**config.mk**
```make
export PLATFORM = sky130hd
export DESIGN_NAME = sadc_host
export DESIGN_NICKNAME = d
export VERILOG_FILES = /design/src/rtl/sadc_pkg.sv /design/src/rtl/sadc_half_timer.sv /design/src/rtl/sadc_frame_seq.sv /design/src/rtl/sadc_shift_cap.sv /design/src/rtl/sadc_host.sv
export SDC_FILE = /design/constraint.sdc
export NUM_CORES = 1
export LEC_CHECK = 0
export ABC_AREA = 1
export ABC_CLOCK_PERIOD_IN_PS = 2050
export BUFFER_PORTS_ARGS = -buffer_cell sky130_fd_sc_hd__buf_4
export CORE_AREA = 2 2 108 110
export DETAILED_ROUTE_END_ITERATION = 10
export DIE_AREA = 0 0 110 112
export GPL_TIMING_DRIVEN = 0
export HOLD_SLACK_MARGIN = 0.08
export SETUP_SLACK_MARGIN = 0.15
export SLEW_MARGIN = 20
export SYNTH_ARGS = -nofsm -noshare
export SYNTH_HDL_FRONTEND = slang
export SYNTH_HIERARCHICAL = 1
export SYNTH_SLANG_ARGS = --single-unit
```
**constraint.sdc**
```tcl
create_clock -name clk -period 2.05 [get_ports clk]
set_input_delay 0.3075 -clock clk [delete_from_list [all_inputs] [get_ports clk]]
set_output_delay 0.3075 -clock clk [all_outputs]
set_load 0.01 [all_outputs]
```
**src/rtl/sadc_pkg.sv**
```systemverilog
package sadc_pkg;

    typedef enum logic [2:0] {
        PH_IDLE,
        PH_SETUP,
        PH_LOW,
        PH_HIGH,
        PH_RECOV
    } phase_t;

    typedef struct packed {
        logic trunc;   // short frame that parks the converter
        logic dummy;   // word of this frame is thrown away
    } frame_mode_t;

endpackage

```
**src/rtl/sadc_half_timer.sv**
```systemverilog
module sadc_half_timer #(
    parameter int W = 8
) (
    input  logic         clk,
    input  logic         rst,
    input  logic         load,
    input  logic [W-1:0] half,
    output logic         expire
);
    logic [W-1:0] cnt;
    logic [W-1:0] reload;

    // a half-period of zero behaves as one cycle
    assign reload = (half == '0) ? '0 : half - 1'b1;

    always_ff @(posedge clk) begin
        if (rst)
            cnt <= '0;
        else if (load)
            cnt <= reload;
        else if (cnt != '0)
            cnt <= cnt - 1'b1;
    end

    assign expire = (cnt == '0);

endmodule

```
**src/rtl/sadc_frame_seq.sv**
```systemverilog
module sadc_frame_seq
    import sadc_pkg::*;
#(
    parameter int FRAME_FALLS = 16,
    parameter int SHDN_FALLS  = 4,
    parameter int CAP_BITS    = 15,
    parameter int IDLE_W      = 8,
    parameter int MIN_CS_HI   = 2
) (
    input  logic              clk,
    input  logic              rst,
    input  logic              start,
    input  logic              shutdown_req,
    input  logic [IDLE_W-1:0] idle_cycles,
    input  logic              expire,
    output logic              load,
    output logic              cs_n,
    output logic              sclk,
    output logic              busy,
    output logic              cap_en,
    output logic              done,
    output logic              discard,
    output logic              powered_down
);
    localparam int FW = $clog2(FRAME_FALLS + 1);
    localparam logic [FW-1:0]     LAST_FULL = FW'(FRAME_FALLS);
    localparam logic [FW-1:0]     LAST_SHDN = FW'(SHDN_FALLS);
    localparam logic [FW-1:0]     CAP_LIM   = FW'(CAP_BITS);
    localparam logic [IDLE_W-1:0] MIN_HI    = IDLE_W'((MIN_CS_HI < 1) ? 1 : MIN_CS_HI);

    phase_t            ph;
    frame_mode_t       mode;
    logic [FW-1:0]     falls;
    logic [IDLE_W-1:0] rec;
    logic              pd_q;
    logic              need_dummy;

    logic [FW-1:0]     end_falls;
    logic [IDLE_W-1:0] rec_len;
    logic              accept, go_low, go_high, finish;

    assign end_falls = mode.trunc ? LAST_SHDN : LAST_FULL;
    assign rec_len   = (idle_cycles < MIN_HI) ? MIN_HI : idle_cycles;

    assign accept  = (ph == PH_IDLE) && start;
    assign go_low  = expire && ((ph == PH_SETUP) || ((ph == PH_HIGH) && (falls != end_falls)));
    assign go_high = expire && (ph == PH_LOW);
    assign finish  = expire && (ph == PH_HIGH) && (falls == end_falls);

    assign load    = accept || go_low || go_high;
    assign cap_en  = go_low && (falls < CAP_LIM);
    assign done    = finish && !mode.trunc;
    assign discard = mode.dummy;

    always_ff @(posedge clk) begin
        if (rst) begin
            ph         <= PH_IDLE;
            mode       <= '0;
            falls      <= '0;
            rec        <= '0;
            pd_q       <= 1'b0;
            need_dummy <= 1'b1;   // first conversion after power-up is unusable
        end else begin
            case (ph)
                PH_IDLE: if (start) begin
                    ph    <= PH_SETUP;
                    falls <= '0;
                    mode  <= '{trunc: shutdown_req, dummy: need_dummy};
                end
                PH_SETUP: if (go_low) begin
                    ph    <= PH_LOW;
                    falls <= falls + 1'b1;
                end
                PH_LOW: if (go_high) ph <= PH_HIGH;
                PH_HIGH: begin
                    if (go_low) begin
                        ph    <= PH_LOW;
                        falls <= falls + 1'b1;
                    end else if (finish) begin
                        ph         <= PH_RECOV;
                        rec        <= rec_len - 1'b1;
                        pd_q       <= mode.trunc;
                        need_dummy <= mode.trunc;
                    end
                end
                PH_RECOV: begin
                    if (rec == '0) ph <= PH_IDLE;
                    else           rec <= rec - 1'b1;
                end
                default: ph <= PH_IDLE;
            endcase
        end
    end

    assign cs_n         = (ph == PH_IDLE) || (ph == PH_RECOV);
    assign sclk         = (ph != PH_LOW);
    assign busy         = (ph != PH_IDLE);
    assign powered_down = pd_q;

    AST_FALLS_BOUND: assert property (@(posedge clk) disable iff (rst)
        falls <= LAST_FULL);
    AST_START_ONLY_IDLE: assert property (@(posedge clk) disable iff (rst)
        $fell(cs_n) |-> !$past(busy));
    AST_PD_AT_CS_RISE: assert property (@(posedge clk) disable iff (rst)
        $rose(powered_down) |-> $rose(cs_n));

endmodule

```
**src/rtl/sadc_shift_cap.sv**
```systemverilog
module sadc_shift_cap #(
    parameter int LEAD_W = 3,
    parameter int DATA_W = 12
) (
    input  logic              clk,
    input  logic              rst,
    input  logic              cap_en,
    input  logic              sdata,
    input  logic              done,
    input  logic              discard,
    output logic [DATA_W-1:0] result,
    output logic              result_valid,
    output logic              frame_err
);
    localparam int CW = LEAD_W + DATA_W;

    logic [CW-1:0] sh;

    always_ff @(posedge clk) begin
        if (rst)
            sh <= '0;
        else if (cap_en)
            sh <= {sh[CW-2:0], sdata};
    end

    always_ff @(posedge clk) begin
        if (rst) begin
            result       <= '0;
            result_valid <= 1'b0;
            frame_err    <= 1'b0;
        end else begin
            result_valid <= 1'b0;
            frame_err    <= 1'b0;
            if (done && !discard) begin
                if (sh[CW-1 -: LEAD_W] == '0) begin
                    result       <= sh[DATA_W-1:0];
                    result_valid <= 1'b1;
                end else begin
                    frame_err <= 1'b1;
                end
            end
        end
    end

    AST_RESULT_HOLD: assert property (@(posedge clk) disable iff (rst)
        !result_valid |-> $stable(result));

endmodule

```
**src/rtl/sadc_host.sv**
```systemverilog
module sadc_host
    import sadc_pkg::*;
#(
    parameter int DATA_W      = 12,
    parameter int LEAD_W      = 3,
    parameter int FRAME_FALLS = 16,
    parameter int SHDN_FALLS  = 4,
    parameter int DIV_W       = 8,
    parameter int IDLE_W      = 8,
    parameter int MIN_CS_HI   = 2
) (
    input  logic              clk,
    input  logic              rst,
    input  logic              start,
    input  logic              shutdown_req,
    input  logic [DIV_W-1:0]  clk_div,
    input  logic [IDLE_W-1:0] idle_cycles,
    input  logic              sdata,
    output logic              cs_n,
    output logic              sclk,
    output logic [DATA_W-1:0] result,
    output logic              result_valid,
    output logic              frame_err,
    output logic              busy,
    output logic              powered_down
);
    localparam int CAP_BITS = LEAD_W + DATA_W;

    logic load, expire, cap_en, done, discard;

    sadc_half_timer #(.W(DIV_W)) u_timer (
        .clk    (clk),
        .rst    (rst),
        .load   (load),
        .half   (clk_div),
        .expire (expire)
    );

    sadc_frame_seq #(
        .FRAME_FALLS (FRAME_FALLS),
        .SHDN_FALLS  (SHDN_FALLS),
        .CAP_BITS    (CAP_BITS),
        .IDLE_W      (IDLE_W),
        .MIN_CS_HI   (MIN_CS_HI)
    ) u_seq (
        .clk          (clk),
        .rst          (rst),
        .start        (start),
        .shutdown_req (shutdown_req),
        .idle_cycles  (idle_cycles),
        .expire       (expire),
        .load         (load),
        .cs_n         (cs_n),
        .sclk         (sclk),
        .busy         (busy),
        .cap_en       (cap_en),
        .done         (done),
        .discard      (discard),
        .powered_down (powered_down)
    );

    sadc_shift_cap #(.LEAD_W(LEAD_W), .DATA_W(DATA_W)) u_cap (
        .clk          (clk),
        .rst          (rst),
        .cap_en       (cap_en),
        .sdata        (sdata),
        .done         (done),
        .discard      (discard),
        .result       (result),
        .result_valid (result_valid),
        .frame_err    (frame_err)
    );

    AST_VALID_AT_CS_RISE: assert property (@(posedge clk) disable iff (rst)
        result_valid |-> $rose(cs_n));
    AST_ERR_AT_CS_RISE: assert property (@(posedge clk) disable iff (rst)
        frame_err |-> $rose(cs_n));
    AST_NO_VALID_ON_WAKE: assert property (@(posedge clk) disable iff (rst)
        result_valid |-> !$past(powered_down));

endmodule

```
==> Word level (Yosys, flattened, before mapping) <==
Index checks and enable logic that the tools add are counted.
{ "word_totals": {"register_bits": 57, "inputBits": 21, "output_inout_bits": 18, "elab_cells": 91} }
{ "op_classes": {"addsub": 5, "n_lt_le_gt_ge": 2, "n_eq_ne": 16, "muxes": 21, "bitwise": 2, "reduce_logical": 33} }
{ "op_table": {"columns": ["cell", "n"], "rows": [
  ["$mux 8", 7],
  ["$sub 8x1->8 const B", 4],
  ["$logic_not 8->1", 3],
  ["$mux 3", 6],
  ["$pmux 8 s2", 1],
  ["$mux 5", 3],
  ["$pmux 3 s5", 1],
  ["$ne 2x1->1 const B", 5],
  ["$pmux 5 s2", 1],
  ["$logic_and 1x1->1", 9],
  ["$lt 8x2->1 const B", 1],
  ["$reduce_bool 8->1", 1],
  ["$eq 3x2->1 const B", 2],
  ["$logic_not 3->1", 2],
  ["$ne 2x2->1 const B", 3],
  ["$reduce_and 3->1", 2],
  ["$reduce_bool 2->1", 3],
  ["$add 5x1->5 const B", 1],
  ["$eq 5x5->1", 1],
  ["$lt 5x4->1 const B", 1],
  ["$ne 5x5->1", 1],
  ["$reduce_and 5->1", 1],
  ["$logic_or 1x1->1", 4],
  ["$reduce_and 2->1", 2],
  ["10 further kinds", 14]
]} }

==> Logic depth before layout (Yosys ltp) <==
Gate-level depths: netlist of the first run.
{ "logic_depth": {"ltp_word": 8, "ltp_mapped": 16, "depth_no_buf": 16} }

==> Modules after synthesis <==
The synthesis of the first run kept the hierarchy.
{ "by_module_without_submodules": {"columns": ["mod", "n_inst", "cells_each", "area_per_inst_um2", "seq_area_each_um2"], "rows": [
  ["sadc_frame_seq", 1, 203, 1285.0, 400.4],
  ["sadc_shift_cap", 1, 142, 1108.6, 580.6],
  ["sadc_half_timer", 1, 142, 779.5, 160.2]
]} }

==> Least setup slack after synthesis of the first run <==
No wires, ideal clock.
{ "synth_timing": {"path_kind": "register to register", "from": "register u_timer.cnt[0]", "to": "register u_cap.result[10]", "setup_time_ns": 0.113, "arrival_time_ns": 2.029, "required_ns": 1.937, "setup_slack_ns": -0.091, "stages_incl_launch_ff": 15, "n_path_buf": 1, "synth_period_minus_slack_ns": 2.141, "cell_sequence": "dfxtp_1 -> inv_1 -> ha_1 -> nand3_1 -> nor2_2 -> nand2_1 -> inv_1 -> inv_1 -> nor4_1 -> inv_1 -> nor2_2 -> buf_2 -> nand4_1 -> nand2_1 -> nor2_1"} }
{ "synth_via": {"elab_chain_len": 6} }
{ "synth_rtl": {"columns": ["element", "line_no", "text"], "rows": [
  ["start, declared", "sadc_half_timer.sv:10", "logic [W-1:0] cnt;"],
  ["start signal, assigned", "sadc_half_timer.sv:20", "cnt <= reload;"],
  ["start signal, assigned", "sadc_half_timer.sv:22", "cnt <= cnt - 1'b1;"],
  ["$logic_not 8->1", "sadc_half_timer.sv:25", "assign expire = (cnt == '0);"],
  ["net expire", "sadc_host.sv:29", "logic load, expire, cap_en, done, discard;"],
  ["$logic_and 1x1->1 (2 in series)", "sadc_frame_seq.sv:48", "assign finish = expire && (ph == PH_HIGH) && (falls == end_falls);"],
  ["$logic_and 1x1->1", "sadc_frame_seq.sv:52", "assign done = finish && !mode.trunc;"],
  ["net done", "sadc_host.sv:29", null],
  ["$logic_and 1x1->1", "sadc_shift_cap.sv:34", "if (done && !discard) begin"],
  ["$reduce_and 2->1 (no source line)", null, null],
  ["end signal, assigned", "sadc_shift_cap.sv:36", "result <= sh[DATA_W-1:0];"],
  ["end, declared", "sadc_shift_cap.sv:11", "output logic [DATA_W-1:0] result,"]
]} }
The timed path passes the listed nets, and every way through them passes these cells.
A chain may end at the register's enable or synchronous reset.

==> Final worst setup path of the first run <==
{ "layout_timing": {"from": "register u_seq.falls[0]", "to": "register u_cap.result[3]"} }
{ "layout_via": {"elab_chain_len": 5} }
{ "layout_rtl": {"columns": ["element", "line_no", "text"], "rows": [
  ["start, declared", "sadc_frame_seq.sv:33", "logic [FW-1:0] falls;"],
  ["start signal, assigned", "sadc_frame_seq.sv:72", "falls <= falls + 1'b1;"],
  ["start signal, assigned", "sadc_frame_seq.sv:78", "falls <= falls + 1'b1;"],
  ["$eq 5x5->1", "sadc_frame_seq.sv:48", null],
  ["$logic_and 1x1->1", "sadc_frame_seq.sv:48", null],
  ["$logic_and 1x1->1", "sadc_frame_seq.sv:52", null],
  ["net done", "sadc_host.sv:29", null],
  ["$logic_and 1x1->1", "sadc_shift_cap.sv:34", null],
  ["$reduce_and 2->1 (no source line)", null, null]
]} }
The timed path passes the listed nets, and every way through them passes these cells.

==> out/metrics.yaml, run 1 <==
clock_sinks: 57
io_buffer_count: 38
pre_cts_slack_ns: -0.175
synth-async-reset-ratio: 0
rr_worst_depth: 12
cts_tree: "yes"
worst_pin_slew_ns: 0.379
critPathKind: "flip-flop to flip-flop"
rsz0062_at_grt: "true"
synth_fp_nets: 514
synthToLayoutAreaGrowth_pct: 36.2
layout-drive-gt1-share: 0.287
syn-instance-count: 487
synth_edf_count: 0
n_antenna_cell: 0
hold_viol: 0
wl_per_cell_um: 11.0
routed_wl_um: 7790
hold_class: "input port to flip-flop"
row_count: 39
worstHoldStart: "rst"
gp_congestion: 0.883
cts_buffers: 9
timing.final.crit_share: 0.950
core_area_mm2: 0.0112
die_h_um: 112
cp_cell_sequence: "inv_2 > ha_4 > nand2_2 > a21oi_2 > nand2_2 > nor4_4 > inv_2 > nor2_4 > buf_6 > nand4_1 > nand2_1 > nor2_1"
cts_htree_levels: 3
pwr-share-comb: 0.418
totalPowerFinal_mw: 4.71
postRouteAntennaNets: 0
internal-power_mw: 2.93
cp-start-kind: "flip-flop"
antenna_found_initial: 0
drt-vias-per-instance: 4.56
dieArea_mm2: 0.0123
slew_violations: 0
p_per_area_mw_per_mm2: 1090
timing.rr.end: "u_cap/result[3]"
placed_cell_area_mm2: 0.00368
grt_usage: 0.132
grt.overflow.total: 0
slew_headroom: 0.748
final_core_util: 0.387
cts_buffer_depth: 2
drt_iter0_drc: 178
cpMaxStageDelayCell: "nor4_4"
ys.flop_type: "dfxtp_1"
pin_count: 39
hpwlAfterDp_um: 5490
synth.distinct_cells: 34
r2r_start: "u_seq/falls[0]"
vias: 3235
p_clk_frac: 0.270
final_cell_area_mm2: 0.00432
crit_family: "simple AND/OR/NAND/NOR gates"
path_max_fanout: 5
end_kind: "flip-flop"
drt-pass1-iter-count: 4
synth.avg_cell_area_um2: 6.52
status: "completed"
holdPathEnd: "u_seq/ph[1]"
rrSetupSlack_ns: 0.10
yosysSeqAreaShare: 0.360
drv_cap: 0
start_util: 0.284
die_w_um: 110
cellLeakagePower_nw: 2.00
min_period_ns: 1.95
layout_setup_ws_ns: 0.102
setup_viol: 0
hold_depth: 2
nFillCells: 1155
finalClockSkew_ns: 0.00941
grt_pass1_vias: 3062
switchingPower_mw: 1.78
grt_max_degree: 11
worstPathRequired_ns: 2.26
clk_pin_slew_ns: 0.05
nets: 591
clk_latency_ns: 0.32
synth_area_mm2: 0.00317
cts_root_buf: "clkbuf_16"
seq_power_share: 0.311
p_sw_frac: 0.379
fmax_ghz: 0.513
grt_pass1_wl_um: 13300
ir_drop_mv: 0.436
crit_path_max_incr_delay_ns: 0.37
path_buf_inv: 3
drc_errors: 0
ys_seq_elements: 57
yosys_warnings: 6
arrival_ns: 2.16
## through the flow
stage	cells	hold WS, ns	TNS, ns
after global routing	710	0.250	-0.150
after CTS	694	0.244	0
after floorplan	487	0.377	0
after global placement	668	0.451	-2.86
final	710	0.246	0
after detailed placement	668	0.464	-3.99
## power by group through the flow
| stage | Combinational (mW) | Clock, mW | Sequential (mW) |
|---|---|---|---|
| CTS | 1.75 | 1.30 | 1.45 |
| global route | 2.22 | 1.35 | 1.49 |
| floorplan | 1.20 | 0 | 1.43 |
| detailed placement | 1.54 | 0 | 1.46 |
| global placement | 1.52 | 0 | 1.45 |
| finish | 1.97 | 1.27 | 1.47 |
## worst max-delay path by stage
stage	startpoint	end	slack, ns	cells past startpoint
global placement	u_timer/cnt[0]	u_cap/sh[2]	-0.13	14
floorplan	u_timer/cnt[0]	u_cap/sh[2]	0.16	14
CTS	u_timer/cnt[0]	u_cap/result[3]	0.05	14
finish	u_seq/falls[0]	u_cap/result[3]	0.10	12
global route	u_seq/falls[0]	u_cap/result[1]	-0.03	12
detailed placement	u_timer/cnt[0]	u_cap/sh[2]	-0.17	14
## layer usage
metal  track usage  up-vias  wire [um]
met5             0        -          0
met1         0.167     1472       3540
met3        0.0199       12        239
li1              -     1703          -
met4        0.0641        0        133
met2         0.216       48       3880
## placed cells by master, fill, tap and decap left out, types with 13 or more instances in the layout
| cell | count |
|---|---|
| a21oi_1 | 28 |
| buf_4 | 63 |
| inv_2 | 13 |
| nand2_1 | 94 |
| nor2_1 | 66 |
| dfxtp_1 | 50 |
| o21ai_0 | 28 |
| nand3_1 | 31 |
| inv_1 | 65 |
| nand4_1 | 19 |
| nand2_2 | 14 |
## area by class of cell
class	instances	area [um2]	share of cell area
plain buffers	13	128	0.0295
clock buffers	9	225	0.0521
clock inverters	5	25.0	0.00579
inverters	79	297	0.0686
multi-input cells	338	1790	0.415
flip-flops and latches	57	1150	0.267
well taps	143	179	0.0414
repair buffers	66	520	0.120
## sequential cells by signal, indices dropped and copies added (netlist names)
signal / cells
u_seq/need_dummy: 1
u_timer/cnt: 8
u_cap/sh: 15
u_cap/result: 12
u_seq/powered_down: 1
u_seq/discard: 1
u_seq/falls: 5
u_seq/ph: 3
u_seq/rec: 8
u_seq/mode: 1
u_cap/frame_err: 1
u_cap/result_valid: 1
## Yosys cell counts, drive strengths merged, types with 2 or more instances
cell      n  area share
ha        6       0.024
nand3    34       0.055
inv      78       0.092
nand4    19       0.037
nand2   109        0.13
buf      10       0.020
o21ai    35       0.060
xor2      3      0.0083
a21oi    33       0.052
clkbuf    3      0.0099
a21boi    2      0.0047
nor3      5      0.0079
dfxtp    57        0.36
nor2     83        0.11
## kinds of logic after synthesis
family	count (synthesis)	share of synthesized area
compound gates	75	0.129
xor+xnor	3	0.00828
fa+ha+maj	6	0.0237
buf+inv	92	0.123
flops	57	0.360
simple gates	254	0.357
## repair_timing
action                     CTS  global route
gates cloned                 1             1
setup buffers               11            15
gates resized for setup     18            37
pin swaps                    7             9
setup endpoints to repair   41            49
hold buffers                 0             0
Note: power is estimated with default switching activity, not from simulation.
==> run 2, diff against run 1 <==
--- a/config.mk
+++ b/config.mk
@@ -8,12 +8,14 @@
 export ABC_AREA = 1
 export ABC_CLOCK_PERIOD_IN_PS = 2050
 export BUFFER_PORTS_ARGS = -buffer_cell sky130_fd_sc_hd__buf_4
+export CELL_PAD_IN_SITES_DETAIL_PLACEMENT = 0
+export CELL_PAD_IN_SITES_GLOBAL_PLACEMENT = 1
 export CORE_AREA = 2 2 108 110
 export DETAILED_ROUTE_END_ITERATION = 10
 export DIE_AREA = 0 0 110 112
 export GPL_TIMING_DRIVEN = 0
 export HOLD_SLACK_MARGIN = 0.08
-export SETUP_SLACK_MARGIN = 0.15
+export PLACE_DENSITY_LB_ADDON = 0.1
 export SLEW_MARGIN = 20
 export SYNTH_ARGS = -nofsm -noshare
 export SYNTH_HDL_FRONTEND = slang
==> run 2 against run 1 <==
Effect of this change:
- core utilization did not move
- setup slack worse by 0.026 ns
- sequential share of layout area about the same
- design area unchanged
- via count down 1.5%
- final cell count down 0.14%
- die area did not move
- count of clock-buffer cells in the layout is 2 higher
- combinational power increased by 5%
- critical endpoint unchanged
- largest cell class unchanged
==> out/metrics.yaml, run 2 (synthesized netlist as in run 1, its figures left out) <==
hpwlAfterDp_um: 6050
antenna_found_initial: 0
cts_buffer_depth: 2
routed_wl_um: 8530
path_max_fanout: 5
grt_pass1_vias: 2983
switchingPower_mw: 1.90
die_w_um: 110
dpl.cell_count: 668
status: "completed"
postRouteAntennaNets: 0
drv_cap: 0
cp_cell_sequence: "inv_1 > ha_4 > nand2_2 > a21oi_4 > nand2_4 > nor4_4 > inv_2 > nor2_4 > buf_4 > nand4_1 > nand2_1 > nor2_1"
placed_cell_area_mm2: 0.00365
use_met3: 0.0410
nFillCells: 1187
min_period_ns: 1.97
layout_setup_ws_ns: 0.0762
fmax_ghz: 0.507
finalNonFillerCells: 709
arrival_ns: 2.20
io_buffer_count: 38
drc_errors: 0
multi_input_area_mm2: 0.00180
final_cell_area_mm2: 0.00432
p_sw_frac: 0.375
dieArea_mm2: 0.0123
p_clk_frac: 0.297
cts_root_buf: "clkbuf_16"
hold_class: "input port to flip-flop"
final_cell_mix: "99 x nand2_1, 70 x nor2_1, 65 x inv_1"
nets: 588
seq_power_share: 0.292
row_count: 39
timing.final.crit_share: 0.963
top_regs: "u_cap/sh (15), u_cap/result (12)"
cellLeakagePower_nw: 2.01
max_flop_register: "u_cap/sh"
cts_buffers: 9
clock_sinks: 57
drt_iter0_drc: 127
rsz0062_at_grt: "true"
grt.overflow.total: 0
layout-drive-gt1-share: 0.277
cpMaxStageDelayCell: "nor4_4"
cp-start-kind: "flip-flop"
busiest_layer: "met2"
clk_pin_slew_ns: 0.05
cts_tree: "yes"
synthToLayoutAreaGrowth_pct: 36.2
die_h_um: 112
final_common_cell: "nand2_1"
worst_pin_slew_ns: 0.373
largest_reg_flops: 15
clk_latency_ns: 0.33
setup_viol: 0
n_antenna_cell: 0
worstPathRequired_ns: 2.28
gp_congestion: 0.793
internal-power_mw: 3.15
drt-pass1-iter-count: 4
grt_pass1_wl_um: 14000
crit_path_max_incr_delay_ns: 0.36
end_kind: "flip-flop"
regArea_mm2: 0.00116
pre_cts_slack_ns: -0.451
grt_usage: 0.146
ir_drop_mv: 0.395
hold_viol: 0
final_core_util: 0.387
finalClockSkew_ns: 0.00626
p_per_area_mw_per_mm2: 1170
pin_count: 39
critPathKind: "flip-flop to flip-flop"
vias: 3186
slew_headroom: 0.751
core_area_mm2: 0.0112
grt_max_degree: 11
drt-vias-per-instance: 4.49
setup_tns_ns: 0
start_util: 0.284
wl_per_cell_um: 12.0
cts_htree_levels: 3
met2_usage: 0.214
slew_violations: 0
pwr-share-comb: 0.411
grtUsageMet1: 0.203
## run 2: changes by cell type in the layout (fill, tap and decap cells not counted), sizes merged
cell      before  now
clkinv         6    3
buf           76   73
clkbuf        12   14
bufinv         0    1
clkinvlp       0    2
## run 2: area by class of cell
| type | count | area share |
|---|---|---|
| multi-input combinational | 338 | 0.416 |
| sequential | 57 | 0.267 |
| timing repair buffer | 63 | 0.111 |
| inverter | 79 | 0.0698 |
| clock buffer | 11 | 0.0562 |
| tap | 143 | 0.0414 |
| buffer | 13 | 0.0258 |
| clock inverter | 5 | 0.0127 |
## run 2: routing by layer
| layer | wire length, um | share of wire |
|---|---|---|
| met1 | 4300 | 0.50 |
| met2 | 3690 | 0.43 |
| met3 | 419 | 0.049 |
| met4 | 120 | 0.014 |
| met5 | 0 | 0 |
## run 2: worst max-delay path: cells and delay by family, from the launching register on
kind	cells	cell delay, ns
flip-flops	1	0.33
AND/OR/NAND/NOR	7	0.89
adder cells (fa/ha/maj)	1	0.14
AO/OA/AOI/OAI	1	0.18
buffers and inverters	3	0.33
## run 2: stage by stage
step / hold WS (ns) / power (mW)
floorplan: 0.377 / 2.58
global placement: 0.454 / 3.00
CTS: 0.254 / 4.81
global route: 0.272 / 5.42
detailed placement: 0.462 / 2.99
finish: 0.248 / 5.05
## run 2: power by group through the flow
stage               clock network, mW  registers (mW)  logic, mW
detailed placement                  0            1.46       1.53
finish                           1.50            1.48       2.07
global route                     1.60            1.51       2.32
CTS                              1.55            1.44       1.82
floorplan                           0            1.42       1.16
global placement                    0            1.45       1.55
## run 2: path summary, 6_finish.rpt
| check | from | endpoint | slack [ns] | cells after the start |
|---|---|---|---|---|
| hold / removal | sdata | u_cap/sh[0] | 0.25 | 3 |
| setup reg to reg | u_seq/falls[1] | u_cap/result[3] | 0.08 | 12 |
| hold reg to reg | u_seq/rec[2] | u_seq/rec[2] | 0.46 | 2 |
| setup / recovery | u_seq/falls[1] | u_cap/result[3] | 0.08 | 12 |
## run 2: repair_timing
item | CTS | global route
gates resized for setup | 21 | 53
buffers inserted | 12 | 10
gates cloned | 2 | 1
endpoints found under the setup margin | 45 | 46
pin swaps | 6 | 15
hold buffers | 0 | 0
